$ cat src/rtl/sqcs_pkg.sv
package sqcs_pkg;
  localparam int DATA_W = 16;
  localparam int NGRP   = 5;

  typedef int grp_arr_t [NGRP];

  // Slice widths, least significant slice first; they must sum to DATA_W.
  localparam grp_arr_t GRP_W = '{2, 2, 3, 4, 5};

  function automatic int grp_off(input int g);
    int acc;
    acc = 0;
    for (int k = 0; k < g; k++) acc += GRP_W[k];
    return acc;
  endfunction

  function automatic int grp_max();
    int m;
    m = 0;
    for (int k = 0; k < NGRP; k++) if (GRP_W[k] > m) m = GRP_W[k];
    return m;
  endfunction

  localparam int RES_W = grp_max() + 1;
endpackage

$ cat src/rtl/sqcs_ripple.sv
module sqcs_ripple #(
  parameter int W = 4
) (
  input  logic [W-1:0] a_i,
  input  logic [W-1:0] b_i,
  input  logic         cin_i,
  output logic [W-1:0] sum_o,
  output logic         cout_o
);
  logic [W:0] cy;
  assign cy[0] = cin_i;

  for (genvar i = 0; i < W; i++) begin : g_bit
    assign sum_o[i]  = a_i[i] ^ b_i[i] ^ cy[i];
    assign cy[i+1]   = (a_i[i] & b_i[i]) | (cy[i] & (a_i[i] ^ b_i[i]));
  end

  assign cout_o = cy[W];
endmodule

$ cat src/rtl/sqcs_incr.sv
module sqcs_incr #(
  parameter int W = 4
) (
  input  logic [W-1:0] val_i,
  output logic [W-1:0] inc_o
);
  // low_ones[i] is set when every bit below i is one
  logic [W-1:0] low_ones;
  assign low_ones[0] = 1'b1;
  assign inc_o[0]    = ~val_i[0];

  for (genvar i = 1; i < W; i++) begin : g_bit
    assign low_ones[i] = low_ones[i-1] & val_i[i-1];
    assign inc_o[i]    = val_i[i] ^ low_ones[i];
  end
endmodule

$ cat src/rtl/sqcs_group.sv
module sqcs_group #(
  parameter int W     = 4,
  parameter bit FIRST = 1'b0
) (
  input  logic [W-1:0] a_i,
  input  logic [W-1:0] b_i,
  input  logic         cin_i,
  output logic [W-1:0] sum_o,
  output logic         cout_o,
  output logic [W:0]   res0_o,
  output logic [W:0]   res1_o
);
  if (FIRST) begin : g_plain
    logic [W-1:0] s;
    logic         c;
    sqcs_ripple #(.W(W)) u_rca (
      .a_i(a_i), .b_i(b_i), .cin_i(cin_i), .sum_o(s), .cout_o(c)
    );
    assign res0_o = {c, s};
    assign res1_o = {c, s};
    assign sum_o  = s;
    assign cout_o = c;
  end else begin : g_spec
    logic [W-1:0] s0;
    logic         c0;
    sqcs_ripple #(.W(W)) u_rca (
      .a_i(a_i), .b_i(b_i), .cin_i(1'b0), .sum_o(s0), .cout_o(c0)
    );
    assign res0_o = {c0, s0};

    sqcs_incr #(.W(W + 1)) u_inc (
      .val_i(res0_o), .inc_o(res1_o)
    );

    assign {cout_o, sum_o} = cin_i ? res1_o : res0_o;
  end
endmodule

$ cat src/rtl/sqcs_adder16.sv
module sqcs_adder16
  import sqcs_pkg::*;
(
  input  logic [DATA_W-1:0] a_i,
  input  logic [DATA_W-1:0] b_i,
  input  logic              cin_i,
  output logic [DATA_W-1:0] sum_o,
  output logic              cout_o
);
  logic [NGRP:0]  cy;
  logic [RES_W-1:0] res0 [NGRP];
  logic [RES_W-1:0] res1 [NGRP];

  assign cy[0] = cin_i;

  for (genvar g = 0; g < NGRP; g++) begin : g_grp
    localparam int OFF = grp_off(g);
    localparam int W   = GRP_W[g];
    logic [W:0] r0;
    logic [W:0] r1;

    sqcs_group #(.W(W), .FIRST(g == 0)) u_grp (
      .a_i   (a_i[OFF +: W]),
      .b_i   (b_i[OFF +: W]),
      .cin_i (cy[g]),
      .sum_o (sum_o[OFF +: W]),
      .cout_o(cy[g+1]),
      .res0_o(r0),
      .res1_o(r1)
    );

    assign res0[g] = RES_W'(r0);
    assign res1[g] = RES_W'(r1);
  end

  assign cout_o = cy[NGRP];
endmodule

$ cat config.mk
export PLATFORM = sky130hd
export DESIGN_NAME = sqcs_adder16
export DESIGN_NICKNAME = d
export VERILOG_FILES = /design/src/rtl/sqcs_pkg.sv /design/src/rtl/sqcs_ripple.sv /design/src/rtl/sqcs_incr.sv /design/src/rtl/sqcs_group.sv /design/src/rtl/sqcs_adder16.sv
export SDC_FILE = /design/constraint.sdc
export NUM_CORES = 1
export LEC_CHECK = 0
export BUFFER_PORTS_ARGS = -buffer_cell sky130_fd_sc_hd__clkbuf_2
export CORE_MARGIN = 2
export CORE_UTILIZATION = 53
export DETAILED_ROUTE_END_ITERATION = 10
export PLACE_DENSITY = 0.95
export SLEW_MARGIN = 20
export SYNTH_ARGS = -nofsm -noshare
export SYNTH_HDL_FRONTEND = slang
export SYNTH_HIERARCHICAL = 1
export SYNTH_SLANG_ARGS = --single-unit
$ cat constraint.sdc
create_clock -name vclk -period 8.1
set_clock_uncertainty 0.15 [all_clocks]
set_input_delay 1.215 -clock vclk [all_inputs]
set_output_delay 1.215 -clock vclk [all_outputs]
set_load 0.005 [all_outputs]
==> flow_metrics.tcl, run 1 <==
set metrics [dict create \
    setup_viol 0 \
    cpMostUsedCell "mux2_2" \
    worst-path-max-fanout 6 \
    finalInstanceArea_um2 1180 \
    fin_ws_ns 2.57 \
    setup_tns_ns 0 \
    routed_wl_um 1870 \
    fin_crit_ns 5.53 \
    dp_slack_ns 2.56 \
    wl_per_cell_um 11.1 \
    post-route-period-util 0.683 \
    gr-usage-all-layers 0.201 \
    grt_max_degree 7 \
    path_cells "clkbuf_2 > inv_1 > fa_1 > fa_1 > inv_1 > ha_1 > xor2_1 > mux2_2 > mux2_2 > mux2_2 > mux2_4 > clkbuf_2" \
    hold_path_depth 5 \
    dpl.cell_count 169 \
    maxSlewViolCount 0 \
    nFlopsAndLatches 0 \
    synth_cells 103 \
    grt_pass1_wl_um 3110 \
    max_freq_mhz 181 \
    cts.hold.buffers_added 0 \
    yosysWarnings 6 \
    num_vias 778 \
    cp.required_ns 6.73 \
    finalNonFillerCells 169 \
    cts_setup_buffers 0 \
    clockBufferCount 0 \
    cp-start-kind "primary input" \
    syn_area_um2 920 \
    drc 0 \
    antenna_found_initial 0 \
    avgSynthCellArea_um2 8.93 \
    die_area_um2 2080 \
    seqCellArea_um2 0 \
    layout.nets 213 \
    io_buffers 50 \
    antenna_cells 0 \
    first_pass_iters 2 \
    outcome "finished, final reports clean" \
    dpl_cell_area_um2 1180 \
    power_leakage_nw 0.797 \
    row_count 15 \
    io_pins 50 \
    arrival_ns 4.17 \
    finalHoldViolCount 0 \
    drt_iter0_markers 2 \
    drive_gt1_frac 0.447 \
    rsz0062_at_grt "no" \
    cp_slowest_cell "fa_1" \
    initial_utilization 0.551 \
    ant_nets 0 \
    slowest_delay_ns 0.49 \
    cp-end-kind "output port" \
    syn_nets 162 \
    gp_congestion 0.690 \
    hpwl_um 1880 \
    hold_start "cin_i" \
    max-vdd-ir-drop_uv 81.1 \
    whs_ns 2.71 \
    powerDensity_nw_per_um2 119 \
    maxCapViolations 0 \
    cts_resized 0 \
    grt_overflow_total 0 \
    vias_per_cell 4.60 \
    most-common-layout-cells "inv_1 (50), clkbuf_2 (50), fa_1 (16)" \
    path_buf_inv 4 \
    syn_to_final_growth_pct 28.3 \
    core_area_um2 1670 \
    path_delay_family "multiplexers" \
    hp-class "in2out" \
    grt_pass1_vias 865 \
    die_w_um 45.7 \
    die_y_um 45.7 \
    hold_path_end "sum_o[0]" \
    worstSetupPathType "in2out" \
]
-- worst max-delay path by stage --
stage                 to  depth (start not counted)  slack, ns    from
2_1_floorplan     cout_o                         11       2.86  a_i[2]
3_3_place_gp   sum_o[15]                         12       2.65  a_i[2]
3_5_place_dp   sum_o[11]                         12       2.56  a_i[2]
4_1_cts        sum_o[11]                         12       2.56  a_i[2]
5_1_grt        sum_o[11]                         12       2.47  a_i[2]
6_report       sum_o[11]                         12       2.57  a_i[2]
-- metal layers --
layer	up-vias	global-route usage	wire (um)
met4	0	0.0647	71
met1	353	0.158	502
met3	8	0.0278	125
met2	41	0.459	1170
met5	-	0	0
li1	376	-	-
-- final cells by class --
type                            count  area, um^2
Multi-Input combinational cell     52         721
Fill cell                         121         490
Timing Repair Buffer               50         250
Inverter                           50         188
Tap cell                           17        21.3
-- through the flow --
step,total power [W],utilization
after floorplan,0.0000908,-
after global placement,0.000130,0.706
after detailed placement,0.000142,0.706
after CTS,0.000142,0.706
after global routing,0.000158,0.706
final,0.000140,0.706
-- power breakdown --
group | leakage, nW | switching, W | internal (W)
clock network | 0 | 0 | 0
registers | 0 | 0 | 0
logic | 0.797 | 0.0000629 | 0.0000775
total | 0.797 | 0.0000629 | 0.0000775
Power figures use the tool's default switching activity.
==> inputs of run 2 (changes only) <==
- CORE_UTILIZATION: 53 -> 49
- clock period: 8.1 -> 5.6 ns (I/O delays scaled with it)
==> run 2 against run 1 <==
  * Routed wire length shrank 2.6%
  * Die area increased by 7.4%
  * Global-route usage is 1.9 points lower
  * Hold slack worse by 0.76 ns
  * Critical path type unchanged
  * Largest cell class unchanged
  * Highest routed layer unchanged
==> flow_metrics.tcl, run 2 (same netlist as run 1, synthesis figures left out) <==
set metrics [dict create \
    outcome "finished, final reports clean" \
    antenna_found_initial 0 \
    grt_max_degree 7 \
    max_freq_mhz 210 \
    wl_per_cell_um 10.3 \
    die_y_um 47.3 \
    power_leakage_nw 0.797 \
    first_pass_iters 4 \
    maxSlewViolCount 0 \
    dp_slack_ns 0.832 \
    fin_crit_ns 4.75 \
    cp-endpoint "sum_o[15]" \
    setup_tns_ns 0 \
    layout.nets 213 \
    cts_setup_buffers 0 \
    drc 0 \
    max-vdd-ir-drop_uv 109 \
    arrival_ns 3.76 \
    vias_per_cell 4.28 \
    cpMostUsedCell "mux2_2" \
    slowest_delay_ns 0.49 \
    path_cells "clkbuf_2 > inv_1 > fa_1 > fa_1 > inv_1 > ha_1 > xor2_1 > mux2_2 > mux2_2 > mux2_2 > mux2_4 > clkbuf_2" \
    cp-start-kind "primary input" \
    total_power_w 0.000199 \
    num_vias 757 \
    cp.required_ns 4.61 \
    grt_overflow_total 0 \
    worst-path-max-fanout 6 \
    die_area_um2 2240 \
    setup_viol 0 \
    gr-usage-all-layers 0.183 \
    most-common-layout-cells "inv_1 (50), clkbuf_2 (50), fa_1 (16)" \
    hp-class "in2out" \
    syn_to_final_growth_pct 29.4 \
    io_pins 50 \
    ant_nets 0 \
    cp-end-kind "output port" \
    grt_pass1_vias 763 \
    cts.hold.buffers_added 0 \
    seqCellArea_um2 0 \
    drive_gt1_frac 0.447 \
    hpwl_um 1810 \
    gp_congestion 0.695 \
    routed_wl_um 1820 \
    core_area_um2 1750 \
    powerDensity_nw_per_um2 167 \
    drt_iter0_markers 6 \
    maxCapViolations 0 \
    antenna_cells 0 \
    worstSetupPathType "in2out" \
    initial_utilization 0.527 \
    whs_ns 1.96 \
    nFlopsAndLatches 0 \
    row_count 15 \
    cts_resized 0 \
    grt_pass1_wl_um 2970 \
    cp_slowest_cell "fa_1" \
    io_buffers 50 \
    die_w_um 47.3 \
    critPathLaunch "a_i[2]" \
    post-route-period-util 0.849 \
    finalHoldViolCount 0 \
    clockBufferCount 0 \
    fin_ws_ns 0.845 \
    rsz0062_at_grt "no" \
]
-- run 2: power breakdown --
| group | switching (W) | total, W | internal (W) | leakage [nW] |
|---|---|---|---|---|
| sequential | 0 | 0 | 0 | 0 |
| clock | 0 | 0 | 0 | 0 |
| combinational | 0.0000879 | 0.000199 | 0.000111 | 0.797 |
-- run 2: per-layer routing --
| layer | track usage | share of wire | vias up |
|---|---|---|---|
| li1 | - | - | 377 |
| met1 | 0.185 | 0.33 | 345 |
| met2 | 0.389 | 0.59 | 31 |
| met3 | 0.0154 | 0.057 | 4 |
| met4 | 0.0333 | 0.025 | 0 |
| met5 | 0 | 0 | - |
-- run 2: area by class of cell --
| class | instances | area, um^2 |
|---|---|---|
| Fill cell | 152 | 556 |
| Inverter | 50 | 188 |
| Multi-Input combinational cell | 52 | 721 |
| Tap cell | 25 | 31.3 |
| Timing Repair Buffer | 50 | 250 |
-- run 2: worst max-delay path, delay by kind of cell --
family / cells / cell delay [ns]
xor+xnor: 1 / 0.16
fa+ha+maj: 3 / 1.09
buf+inv: 4 / 0.28
mux: 4 / 1.40
-- run 2: worst min-delay path by stage --
stage / from / endpoint / slack [ns] / depth (start not counted)
6_report: cin_i / sum_o[0] / 1.96 / 5
2_1_floorplan: cin_i / sum_o[0] / 1.76 / 3
3_3_place_gp: cin_i / sum_o[0] / 1.94 / 5
5_1_grt: b_i[1] / sum_o[1] / 2.02 / 5
4_1_cts: cin_i / sum_o[0] / 1.96 / 5
3_5_place_dp: cin_i / sum_o[0] / 1.96 / 5
-- run 2: through the flow --
stage | std cells | area, um^2 | utilization
5_1_grt | 177 | 1190 | 0.682
4_1_cts | 177 | 1190 | 0.682
6_report | 177 | 1190 | 0.682
3_5_place_dp | 177 | 1190 | 0.682
2_1_floorplan | 103 | 920 | -
3_3_place_gp | 177 | 1190 | 0.682
==> inputs of run 3 (changes only) <==
- ABC_AREA: not set -> 1
- clock period: 5.6 -> 4.7 ns (I/O delays scaled with it)
==> run 3 against run 2 <==
  * Synthesized area is 2.3% higher
  * Largest cell class unchanged
  * Setup slack worse by 0.36 ns
  * Sequential cell count stayed put
  * Critical endpoint is now cout_o
  * Total power is 7.9% higher
  * Die area is 2.1% higher
==> flow_metrics.tcl, run 3 <==
set metrics [dict create \
    dpl.cell_count 233 \
    most-common-layout-cells "nand2_1 (66), inv_1 (58), clkbuf_2 (50)" \
    first_pass_iters 4 \
    fin_crit_ns 4.22 \
    maxCapViolations 0 \
    maxSlewViolCount 0 \
    vias_per_cell 4.11 \
    multiInputGateArea_um2 708 \
    crit_cells 17 \
    cp-end-kind "output port" \
    syn_to_final_growth_pct 29.9 \
    path_delay_family "adder cells" \
    cp_slowest_cell "fa_1" \
    syn_area_um2 941 \
    cts_resized 0 \
    grt_max_degree 8 \
    io_pins 50 \
    antenna_found_initial 0 \
    path_buf_inv 7 \
    routed_wl_um 1700 \
    final_common_cell "nand2_1" \
    hp-class "in2out" \
    io_buffers 50 \
    grt_pass1_wl_um 2720 \
    worstSetupPathType "in2out" \
    seqCellArea_um2 0 \
    arrival_ns 3.36 \
    syn_nets 217 \
    cp.required_ns 3.85 \
    die_w_um 47.8 \
    max-vdd-ir-drop_uv 89.8 \
    drive_gt1_frac 0.260 \
    grt_overflow_total 0 \
    num_vias 957 \
    dpl_cell_area_um2 1220 \
    setup_tns_ns 0 \
    hold_path_depth 5 \
    final_util 0.693 \
    cts.hold.buffers_added 0 \
    ant_nets 0 \
    powerDensity_nw_per_um2 176 \
    antenna_cells 0 \
    outcome "finished, final reports clean" \
    post-route-period-util 0.897 \
    grt_pass1_vias 791 \
    wl_per_cell_um 7.29 \
    finalInstanceArea_um2 1220 \
    cp-start-kind "primary input" \
    nFillCells 177 \
    cts_setup_buffers 0 \
    power_leakage_nw 0.912 \
    path_cells "clkbuf_2 > fa_1 > inv_1 > fa_1 > inv_1 > fa_1 > fa_1 > inv_1 > fa_1 > inv_1 > ha_1 > inv_1 > nand2_1 > nand2_1 > nand2_1 > nand2_1 > clkbuf_2" \
    die_y_um 47.8 \
    clockBufferCount 0 \
    yosysWarnings 6 \
    finalHoldViolCount 0 \
    hpwl_um 1650 \
    nFlopsAndLatches 0 \
    die_area_um2 2290 \
    rsz0062_at_grt "no" \
    max_freq_mhz 237 \
    synth_cells 158 \
    drt_iter0_markers 10 \
    layout.nets 269 \
    setup_viol 0 \
    initial_utilization 0.533 \
    gp_congestion 0.802 \
    core_area_um2 1760 \
    gr-usage-all-layers 0.159 \
    slowest_delay_ns 0.41 \
    row_count 15 \
    worst-path-max-fanout 2 \
    drc 0 \
    avgSynthCellArea_um2 5.96 \
    finalNonFillerCells 233 \
]
run 3: changes by cell type in the layout (fill, tap and decap cells not counted), sizes merged:
cell   delta
inv      +12
mux2     -18
nand2    +66
xor2      -4
run 3: final timing paths:
check / startpoint / end
setup / recovery: a_i[11] / cout_o
hold / removal: cin_i / sum_o[0]
run 3: through the flow:
step / hold WS [ns] / setup WS [ns] / total power [W]
final: 1.68 / 0.482 / 0.000215
after detailed placement: 1.68 / 0.457 / 0.000217
after global placement: 1.66 / 0.539 / 0.000211
after global routing: 1.74 / 0.311 / 0.000256
after floorplan: 1.49 / 0.848 / 0.000134
after CTS: 1.68 / 0.454 / 0.000218
run 3: routing by layer:
| metal | wire, um | vias to the layer above | track usage |
|---|---|---|---|
| met3 | 112 | 0 | 0.00377 |
| met2 | 852 | 31 | 0.320 |
| met1 | 732 | 408 | 0.197 |
| li1 | - | 518 | - |
| met5 | 0 | - | 0 |
| met4 | 0 | 0 | 0 |
run 3: tightest hold or removal path, cell delays in order:
cell	delay [ns]
clkbuf_2	0.08
inv_1	0.06
fa_1	0.15
inv_1	0.04
clkbuf_2	0.10
run 3: where the power goes:
part           switching [W]  internal [W]
registers                  0             0
logic               0.000120     0.0000949
clock network              0             0
total               0.000120     0.0000949
run 3: final cells by class:
class	count	share of cell area
inverters	62	0.190
multi-input cells	96	0.579
well taps	25	0.0256
repair buffers	50	0.205
